**src/rtl/useq_pkg.sv**
```systemverilog
package useq_pkg;

  typedef enum logic [1:0] {
    BK_JUMP = 2'd0,
    BK_CALL = 2'd1,
    BK_RET  = 2'd2,
    BK_MAP  = 2'd3
  } br_kind_e;

  typedef enum logic [1:0] {
    CS_ALWAYS = 2'd0,
    CS_IND    = 2'd1,
    CS_SIGN   = 2'd2,
    CS_ZERO   = 2'd3
  } cond_sel_e;

endpackage

```
**src/rtl/useq_cond_mux.sv**
```systemverilog
module useq_cond_mux
  import useq_pkg::*;
(
  input  logic [1:0] sel,
  input  logic       ind_bit,
  input  logic       sign_bit,
  input  logic       zero_bit,
  output logic       hit
);

  localparam int NSRC = 4;

  logic [NSRC-1:0] cand;

  assign cand = {zero_bit, sign_bit, ind_bit, 1'b1};

  always_comb begin
    case (cond_sel_e'(sel))
      CS_ALWAYS: hit = cand[0];
      CS_IND:    hit = cand[1];
      CS_SIGN:   hit = cand[2];
      CS_ZERO:   hit = cand[3];
      default:   hit = 1'b0;
    endcase
  end

  always_comb begin
    if (sel == CS_ALWAYS) begin
      AST_ALWAYS_TAKEN: assert (hit);
    end
  end

endmodule

```
**src/rtl/useq_target_gen.sv**
```systemverilog
module useq_target_gen
  import useq_pkg::*;
#(
  parameter int AW        = 7,
  parameter int OPW       = 4,
  parameter int MAP_SHIFT = 2
) (
  input  logic [AW-1:0]  car,
  input  logic [AW-1:0]  sbr,
  input  logic [AW-1:0]  tgt,
  input  logic [OPW-1:0] opcode,
  input  logic [1:0]     kind,
  input  logic           hit,
  output logic [AW-1:0]  next_addr,
  output logic           link_we,
  output logic [AW-1:0]  link_val
);

  localparam logic [AW-1:0] ONE = AW'(1);

  logic [AW-1:0] car_inc;
  logic [AW-1:0] map_addr;

  assign car_inc = car + ONE;

  for (genvar g = 0; g < AW; g++) begin : g_map
    if (g >= MAP_SHIFT && g < MAP_SHIFT + OPW) begin : g_op
      assign map_addr[g] = opcode[g-MAP_SHIFT];
    end else begin : g_zero
      assign map_addr[g] = 1'b0;
    end
  end

  always_comb begin
    next_addr = car_inc;
    link_we   = 1'b0;
    case (br_kind_e'(kind))
      BK_JUMP: if (hit) next_addr = tgt;
      BK_CALL: if (hit) begin
        next_addr = tgt;
        link_we   = 1'b1;
      end
      BK_RET:  next_addr = sbr;
      BK_MAP:  next_addr = map_addr;
      default: next_addr = car_inc;
    endcase
  end

  assign link_val = car_inc;

  always_comb begin
    if (kind == BK_MAP) begin
      AST_MAP_ALIGNED: assert (next_addr[MAP_SHIFT-1:0] == '0);
    end
  end

endmodule

```
**src/rtl/useq_link_reg.sv**
```systemverilog
module useq_link_reg #(
  parameter int AW = 7
) (
  input  logic          clk,
  input  logic          rst,
  input  logic          en,
  input  logic          we,
  input  logic [AW-1:0] d,
  output logic [AW-1:0] q
);

  always_ff @(posedge clk) begin
    if (rst)            q <= '0;
    else if (en && we)  q <= d;
  end

endmodule

```
**src/rtl/useq_sequencer.sv**
```systemverilog
module useq_sequencer
  import useq_pkg::*;
#(
  parameter int AW         = 7,
  parameter int OPW        = 4,
  parameter int MAP_SHIFT  = 2,
  parameter int RESET_ADDR = 64
) (
  input  logic           clk,
  input  logic           rst,
  input  logic           step_en,
  input  logic [1:0]     cond_sel,
  input  logic [1:0]     br_kind,
  input  logic [AW-1:0]  br_addr,
  input  logic           dr_ind,
  input  logic           ac_sign,
  input  logic           ac_zero,
  input  logic [OPW-1:0] dr_opcode,
  output logic           cond_hit,
  output logic [AW-1:0]  next_car,
  output logic [AW-1:0]  car_q,
  output logic [AW-1:0]  sbr_q
);

  localparam logic [AW-1:0] BOOT = AW'(RESET_ADDR);
  localparam logic [AW-1:0] ONE  = AW'(1);

  logic          link_we;
  logic [AW-1:0] link_val;

  useq_cond_mux u_cond (
    .sel      (cond_sel),
    .ind_bit  (dr_ind),
    .sign_bit (ac_sign),
    .zero_bit (ac_zero),
    .hit      (cond_hit)
  );

  useq_target_gen #(
    .AW        (AW),
    .OPW       (OPW),
    .MAP_SHIFT (MAP_SHIFT)
  ) u_tgt (
    .car       (car_q),
    .sbr       (sbr_q),
    .tgt       (br_addr),
    .opcode    (dr_opcode),
    .kind      (br_kind),
    .hit       (cond_hit),
    .next_addr (next_car),
    .link_we   (link_we),
    .link_val  (link_val)
  );

  useq_link_reg #(.AW(AW)) u_link (
    .clk (clk),
    .rst (rst),
    .en  (step_en),
    .we  (link_we),
    .d   (link_val),
    .q   (sbr_q)
  );

  always_ff @(posedge clk) begin
    if (rst)          car_q <= BOOT;
    else if (step_en) car_q <= next_car;
  end

  // Marks that the previous edge was outside reset.
  logic past_ok;
  always_ff @(posedge clk) past_ok <= !rst;

  AST_HOLD_WHEN_IDLE: assert property (@(posedge clk) disable iff (rst)
    (past_ok && !$past(step_en)) |-> ($stable(car_q) && $stable(sbr_q)));

  AST_STEP_FOLLOWS_NEXT: assert property (@(posedge clk) disable iff (rst)
    (past_ok && $past(step_en)) |-> (car_q == $past(next_car)));

  AST_CALL_SAVES_LINK: assert property (@(posedge clk) disable iff (rst)
    (past_ok && $past(step_en && br_kind == BK_CALL && cond_hit))
      |-> (sbr_q == $past(car_q + ONE)));

  AST_LINK_ONLY_ON_CALL: assert property (@(posedge clk) disable iff (rst)
    (past_ok && !$past(step_en && br_kind == BK_CALL && cond_hit))
      |-> $stable(sbr_q));

  AST_RET_USES_LINK: assert property (@(posedge clk) disable iff (rst)
    (past_ok && $past(step_en && br_kind == BK_RET))
      |-> (car_q == $past(sbr_q)));

  AST_RESET_BOOT: assert property (@(posedge clk)
    $past(rst) |-> (car_q == BOOT && sbr_q == '0));

endmodule

```
**config.mk**
```make
export PLATFORM = sky130hd
export DESIGN_NAME = useq_sequencer
export DESIGN_NICKNAME = d
export VERILOG_FILES = /design/src/rtl/useq_pkg.sv /design/src/rtl/useq_cond_mux.sv /design/src/rtl/useq_target_gen.sv /design/src/rtl/useq_link_reg.sv /design/src/rtl/useq_sequencer.sv
export SDC_FILE = /design/constraint.sdc
export NUM_CORES = 1
export LEC_CHECK = 0
export CAP_MARGIN = 20
export CELL_PAD_IN_SITES_DETAIL_PLACEMENT = 2
export CELL_PAD_IN_SITES_GLOBAL_PLACEMENT = 2
export CORE_MARGIN = 3
export CORE_UTILIZATION = 22
export DETAILED_ROUTE_END_ITERATION = 16
export PLACE_DENSITY = 0.81
export SLEW_MARGIN = 20
export SYNTH_ARGS = -nofsm -noshare
export SYNTH_HDL_FRONTEND = slang
export SYNTH_HIERARCHICAL = 1
export SYNTH_SLANG_ARGS = --single-unit
```
**constraint.sdc**
```tcl
create_clock -name clk -period 2 [get_ports clk]
set_clock_uncertainty 0.1 [all_clocks]
set_input_delay 0.4 -clock clk [delete_from_list [all_inputs] [get_ports clk]]
set_output_delay 0.4 -clock clk [all_outputs]
set_load 0.1 [all_outputs]
```
* Word-level counts from Yosys, hierarchy flattened
Index checks and enable logic that the tools add are counted.
Operators by class: equal/unequal tests 6, add/sub/neg operators 1, reduce and logical (&&, ||, !) cells 4, mux-type cells 5
Operators with widths (number):
- $pmux W7 S3 | 1
- $eq A2 B2 Y1 const B | 4
- $add A7 B1 Y7 const B | 1
- $mux W7 | 1
- $eq A2 B1 Y1 const B | 2
- $logic_not A2 Y1 | 2
- $pmux W1 S4 | 1
- $mux W1 | 2
- $reduce_or A2 Y1 | 1
- $logic_and A1 B1 Y1 | 1
Word-level totals: flip-flop bits (word level) 14, bits of input ports 21

* Longest topological paths before layout
word-level depth 5, gate-level depth with buffers 8, mapped depth without buffers 7

* Hierarchy
Netlist, hierarchy kept.
By module, submodules not included:
- useq_target_gen | instances 1, seq. area each 0.0 um^2, cells an instance 50, area an instance 339.1 um^2
- useq_link_reg | instances 1, seq. area each 140.1 um^2, cells an instance 30, area an instance 299.0 um^2
- useq_sequencer | instances 1, seq. area each 140.1 um^2, cells an instance 22, area an instance 251.5 um^2
- useq_cond_mux | instances 1, seq. area each 0.0 um^2, cells an instance 3, area an instance 27.5 um^2

* Worst setup path before layout
No wires, ideal clock.
kind input port to flip-flop, start input port cond_sel[0], end register car_q[2], data arrival time 5091 ps, path slack -3267 ps, buffers on the path 1, setup time 75 ps, stages on the path 7, path through nor3b_2 a21oi_1 buf_2 mux2i_1 o21ai_0 mux2i_1 nor2_1
On the way: word-level cells in the longest chain between the ends 4, elaborated cells on any way between the ends 7, those cells by class eq/ne: 3; mux: 3; reduce/logical: 1
Ends and longest elaborated chain:
- from (decl) | line useq_sequencer.sv:12 | input logic [1:0] cond_sel,
- $eq A2 B2 Y1 (tied with other cells) | line useq_cond_mux.sv:18 | case (cond_sel_e'(sel))
- $pmux W1 S4 (*) | line useq_cond_mux.sv:18
- named net cond_hit | line useq_sequencer.sv:19 | output logic cond_hit,
- $mux W7 (*) | line useq_target_gen.sv:38, useq_target_gen.sv:39
- $pmux W7 S3 (*) | line useq_target_gen.sv:37 | case (br_kind_e'(kind))
- named net next_car[2] | line useq_sequencer.sv:20 | output logic [AW-1:0] next_car,
- to (signal assigned) | line useq_sequencer.sv:66 | else if (step_en) car_q <= next_car;
- to (decl) | line useq_sequencer.sv:21 | output logic [AW-1:0] car_q,
Mark *: on every way through the listed nets, which the timed path passes. The rest lies on a longest branch. A chain may end at the register's enable or synchronous reset.

* Worst setup path after layout
start input port dr_ind, end output port next_car[6]
On the way: word-level cells in the longest chain between the ends 3
Ends and longest elaborated chain:
- from (decl) | line useq_sequencer.sv:15 | input logic dr_ind,
- $pmux W1 S4 | line useq_cond_mux.sv:18
- $mux W7 | line useq_target_gen.sv:38, useq_target_gen.sv:39
- $pmux W7 S3 | line useq_target_gen.sv:37
- to (decl) | line useq_sequencer.sv:20
No other way between the ends.

==> key figures <==
Setup path
  – Startpoint types: primary input
  – Data arrival time at the worst-slack endpoint: ~1700 ps
  – Setup slack of the most critical reg-to-reg path: 210 ps
  – Cell-by-cell trace of the critical path: buf_6, nor3b_4, a21oi_4, nor2b_4, o32ai_4, buf_12
  – Gate family responsible for the most delay along the worst path: simple AND/OR/NAND/NOR gates
  – Critical Path RT: 1500 ps
  – Category of the most critical setup path: in2out
  – Worst Path Max Fanout: 5
  – Endpoint type of the worst setup path: primary output
  – Worst path bufs/invs: 2
  – Worst path slowest cell: sky130_fd_sc_hd__nor3b_4
  – Largest stage delay on the critical path: 340 ps

STA
  – Worst-margin pin slew: ~410 ps
  – Final count of negative-setup-slack endpoints: 8
  – Final period util: 110%
  – PnR worst setup slack: -199 ps
  – Min cycle time layout: 2200 ps
  – Highest Clock Rate: 455 MHz
  – Slew Limit Fails: 0
  – Hold Vio Cnt, Final: 0
  – RSZ-0062 raised after global routing: true
  – Max transition margin: 72.9%

Clocking
  – Clock insertion delay at the later pin of the skew report: 270 ps
  – Sink count of the clock tree: 14
  – H-Tree Level Count: 1
  – Deepest clock path buffer count: 2
  – CTS clk-pin slew, worst paths: around 70 ps
  – Library cell used as clock root buffer: sky130_fd_sc_hd__clkbuf_8
  – CTS buffer count: 3
  – TritonCTS clock tree: yes

Place
  – Placed cell count: 208
  – Placer congestion estimate: 0.779
  – Port Buf Inserts: 42
  – Post-DP HPWL: 3.59 mm
  – Post-DP Area: 1850 um^2

Flow run
  – Max capacitance violation total: 0

Layout
  – Layout Cell Area excl Fill: between 2000 and 2500 um^2
  – Top library cells by usage in the layout, fill and taps aside: sky130_fd_sc_hd__buf_12 (27), sky130_fd_sc_hd__buf_4 (25), sky130_fd_sc_hd__clkdlybuf4s50_1 (13), sky130_fd_sc_hd__buf_6 (10), sky130_fd_sc_hd__dfxtp_1 (9)
  – Fillcell total: between 300 and 400
  – Inserted Diodes: 0
  – Area Growth Syn to Fin: 155%
  – Reg area: 294 um^2
  – Most common cell after layout, fill and taps aside: sky130_fd_sc_hd__buf_12
  – Number of standard cells in the final layout excluding fillers: 233
  – Net count of the finished layout: 208
  – Share of post-route cells with drive strength above 1: 61.6%
  – Combined area of the multi-input logic cells: roughly 900 um^2

Drt
  – Final wirelength: 6.78 mm
  – Starting DRC count in detailed routing: 82
  – Routed wire per std cell: 29.1 um
  – Final antenna-violating net count: 0
  – Drc violations: 0
  – Per-cell via count in the routed design: around 5.2
  – Pre-antenna DRT Iters: 4
  – Vias after detailed routing: 1211

Die
  – Core region area: 3830 um^2
  – Top-Level Pins: 43
  – Die area: 4980 um^2
  – Die outline width: about 71 um
  – Initial core utilization: 24.0%
  – Cell Rows: 22
  – Chip height: 70.6 um

Pwr
  – Leakage: 0.963 nW
  – Pwr dens: 571 nW/um^2
  – Maximum vdd ir drop: 0.363 mV

Synthesis
  – Netlist Area Pre-Place: 917 um^2
  – Dominant cells by area after synthesis: sky130_fd_sc_hd__dfxtp_1 (31%), sky130_fd_sc_hd__mux2i_1 (12%), sky130_fd_sc_hd__a21oi_1 (4.9%)
  – Synthesis-stage register bit count: 14
  – Count of different cell masters after synthesis: 32
  – Yosys top cell by area: sky130_fd_sc_hd__dfxtp_1
  – Syn_nets: 127
  – Yosys warning count: 6
  – Average size of a mapped cell: 8.73 um^2
  – Share of Yosys cell area claimed by the top area cell type: 30.6%
  – Sequential element share of the synthesized area: a little under a third
  – Mapped Cells: 105

GRT
  – Number of global-route vias before repair: 1460
  – Overall routing resource usage: 26.5%
  – Global-route wire length before repair: ~9.7 mm
  – Global route overflow: 0
  – Number of antenna violations at the first check in global routing: 0
  – Maximum number of pins on one net before global-route repair: 23

Status
  – Outcome: finished with violations
  – Violated checks: setup timing

Worst hold path
  – Tightest Hold Check Type: reg2reg
## through the flow
step                      power [mW]  setup TNS (ps)  setup WS, ps  hold slack, ps  utilization, %
after floorplan                0.640           -7490          -816             365               -
after global placement         0.864           -6590          -543             460            48.4
after detailed placement       0.885           -9920          -670             481            48.4
after CTS                       1.26            -931          -193             512            57.2
after global routing            1.37           -1420          -229             605            61.2
final                           1.34           -1210          -199             563            61.2
## worst min-delay path, stage by stage (launching register included)
cell and delay [ps]:
sky130_fd_sc_hd__dfxtp_4 390, sky130_fd_sc_hd__mux2i_1 160, sky130_fd_sc_hd__nor2_1 70
## cell type report
class                      instances  area share [%]
tap                               48            2.57
clock buffer                       4            2.35
inverter                           1           0.160
multi-input combinational         85            38.4
timing repair buffer              81            44.0
sequential                        14            12.6
## final timing paths
| kind | startpoint | end | cells past startpoint |
|---|---|---|---|
| max reg2reg | car_q[2] | car_q[3] | 7 |
| min | car_q[4] | car_q[4] | 2 |
| max | dr_ind | next_car[6] | 6 |
| min reg2reg | car_q[4] | car_q[4] | 2 |
## cells in the mapped netlist
library cell and count:
sky130_fd_sc_hd__dfxtp_1 14, sky130_fd_sc_hd__mux2i_1 11, sky130_fd_sc_hd__nand2_1 10, sky130_fd_sc_hd__a21oi_1 9
sky130_fd_sc_hd__nand3_1 9, sky130_fd_sc_hd__nor2_1 8, sky130_fd_sc_hd__a21bo_2 4, sky130_fd_sc_hd__a21bo_1 3
sky130_fd_sc_hd__o21ai_0 3, sky130_fd_sc_hd__or2_1 3, sky130_fd_sc_hd__buf_2 2, sky130_fd_sc_hd__buf_6 2
sky130_fd_sc_hd__mux2_2 2, sky130_fd_sc_hd__nand2b_1 2, sky130_fd_sc_hd__nor2b_1 2, sky130_fd_sc_hd__nor3_2 2
sky130_fd_sc_hd__o21a_1 2, sky130_fd_sc_hd__o221a_2 2, sky130_fd_sc_hd__xnor2_1 2, sky130_fd_sc_hd__a211o_1 1
sky130_fd_sc_hd__buf_4 1, sky130_fd_sc_hd__clkbuf_1 1, sky130_fd_sc_hd__ha_1 1, sky130_fd_sc_hd__inv_1 1
sky130_fd_sc_hd__nand3_2 1, sky130_fd_sc_hd__nor2b_2 1, sky130_fd_sc_hd__nor3_1 1, sky130_fd_sc_hd__nor3b_2 1
sky130_fd_sc_hd__o21ai_1 1, sky130_fd_sc_hd__o31ai_1 1, sky130_fd_sc_hd__o32ai_2 1, sky130_fd_sc_hd__xor2_1 1
## what timing repair did
action                                  in CTS  in global routing
gates cloned                                 1                  0
pin swaps                                   16                 12
endpoints found under the hold margin        0                  0
endpoints found under the setup margin      22                  7
hold buffers                                 0                  0
gates resized for setup                     65                 15
setup buffers                               13                  7
## sequential cells by signal, indices dropped and copies added (netlist names)
signal / flops
car_q: 7
u_link/q: 7
## where the power goes
part / internal, mW / switching, mW
combinational: 0.310 / 0.405
clock: 0.176 / 0.134
sequential: 0.290 / 0.0223
## metal layers
metal  share of wire [%]  global-route usage [%]
met1                  40                    30.2
met3                 3.7                    3.69
met4                 2.8                    7.10
met2                  53                    51.2
met5                   0                       0
## cells by family after synthesis
kind of cell	Yosys count	synth area share, %
buffers and inverters	7	5.18
and+or+nand+nor	40	23.2
adders and majority gates	1	1.36
xor gates and xnor gates	3	2.87
muxes	13	14.5
DFF	14	30.6
AOI/OAI and AO/OA	27	22.4
No activity file was read; power rests on OpenSTA's default activity.
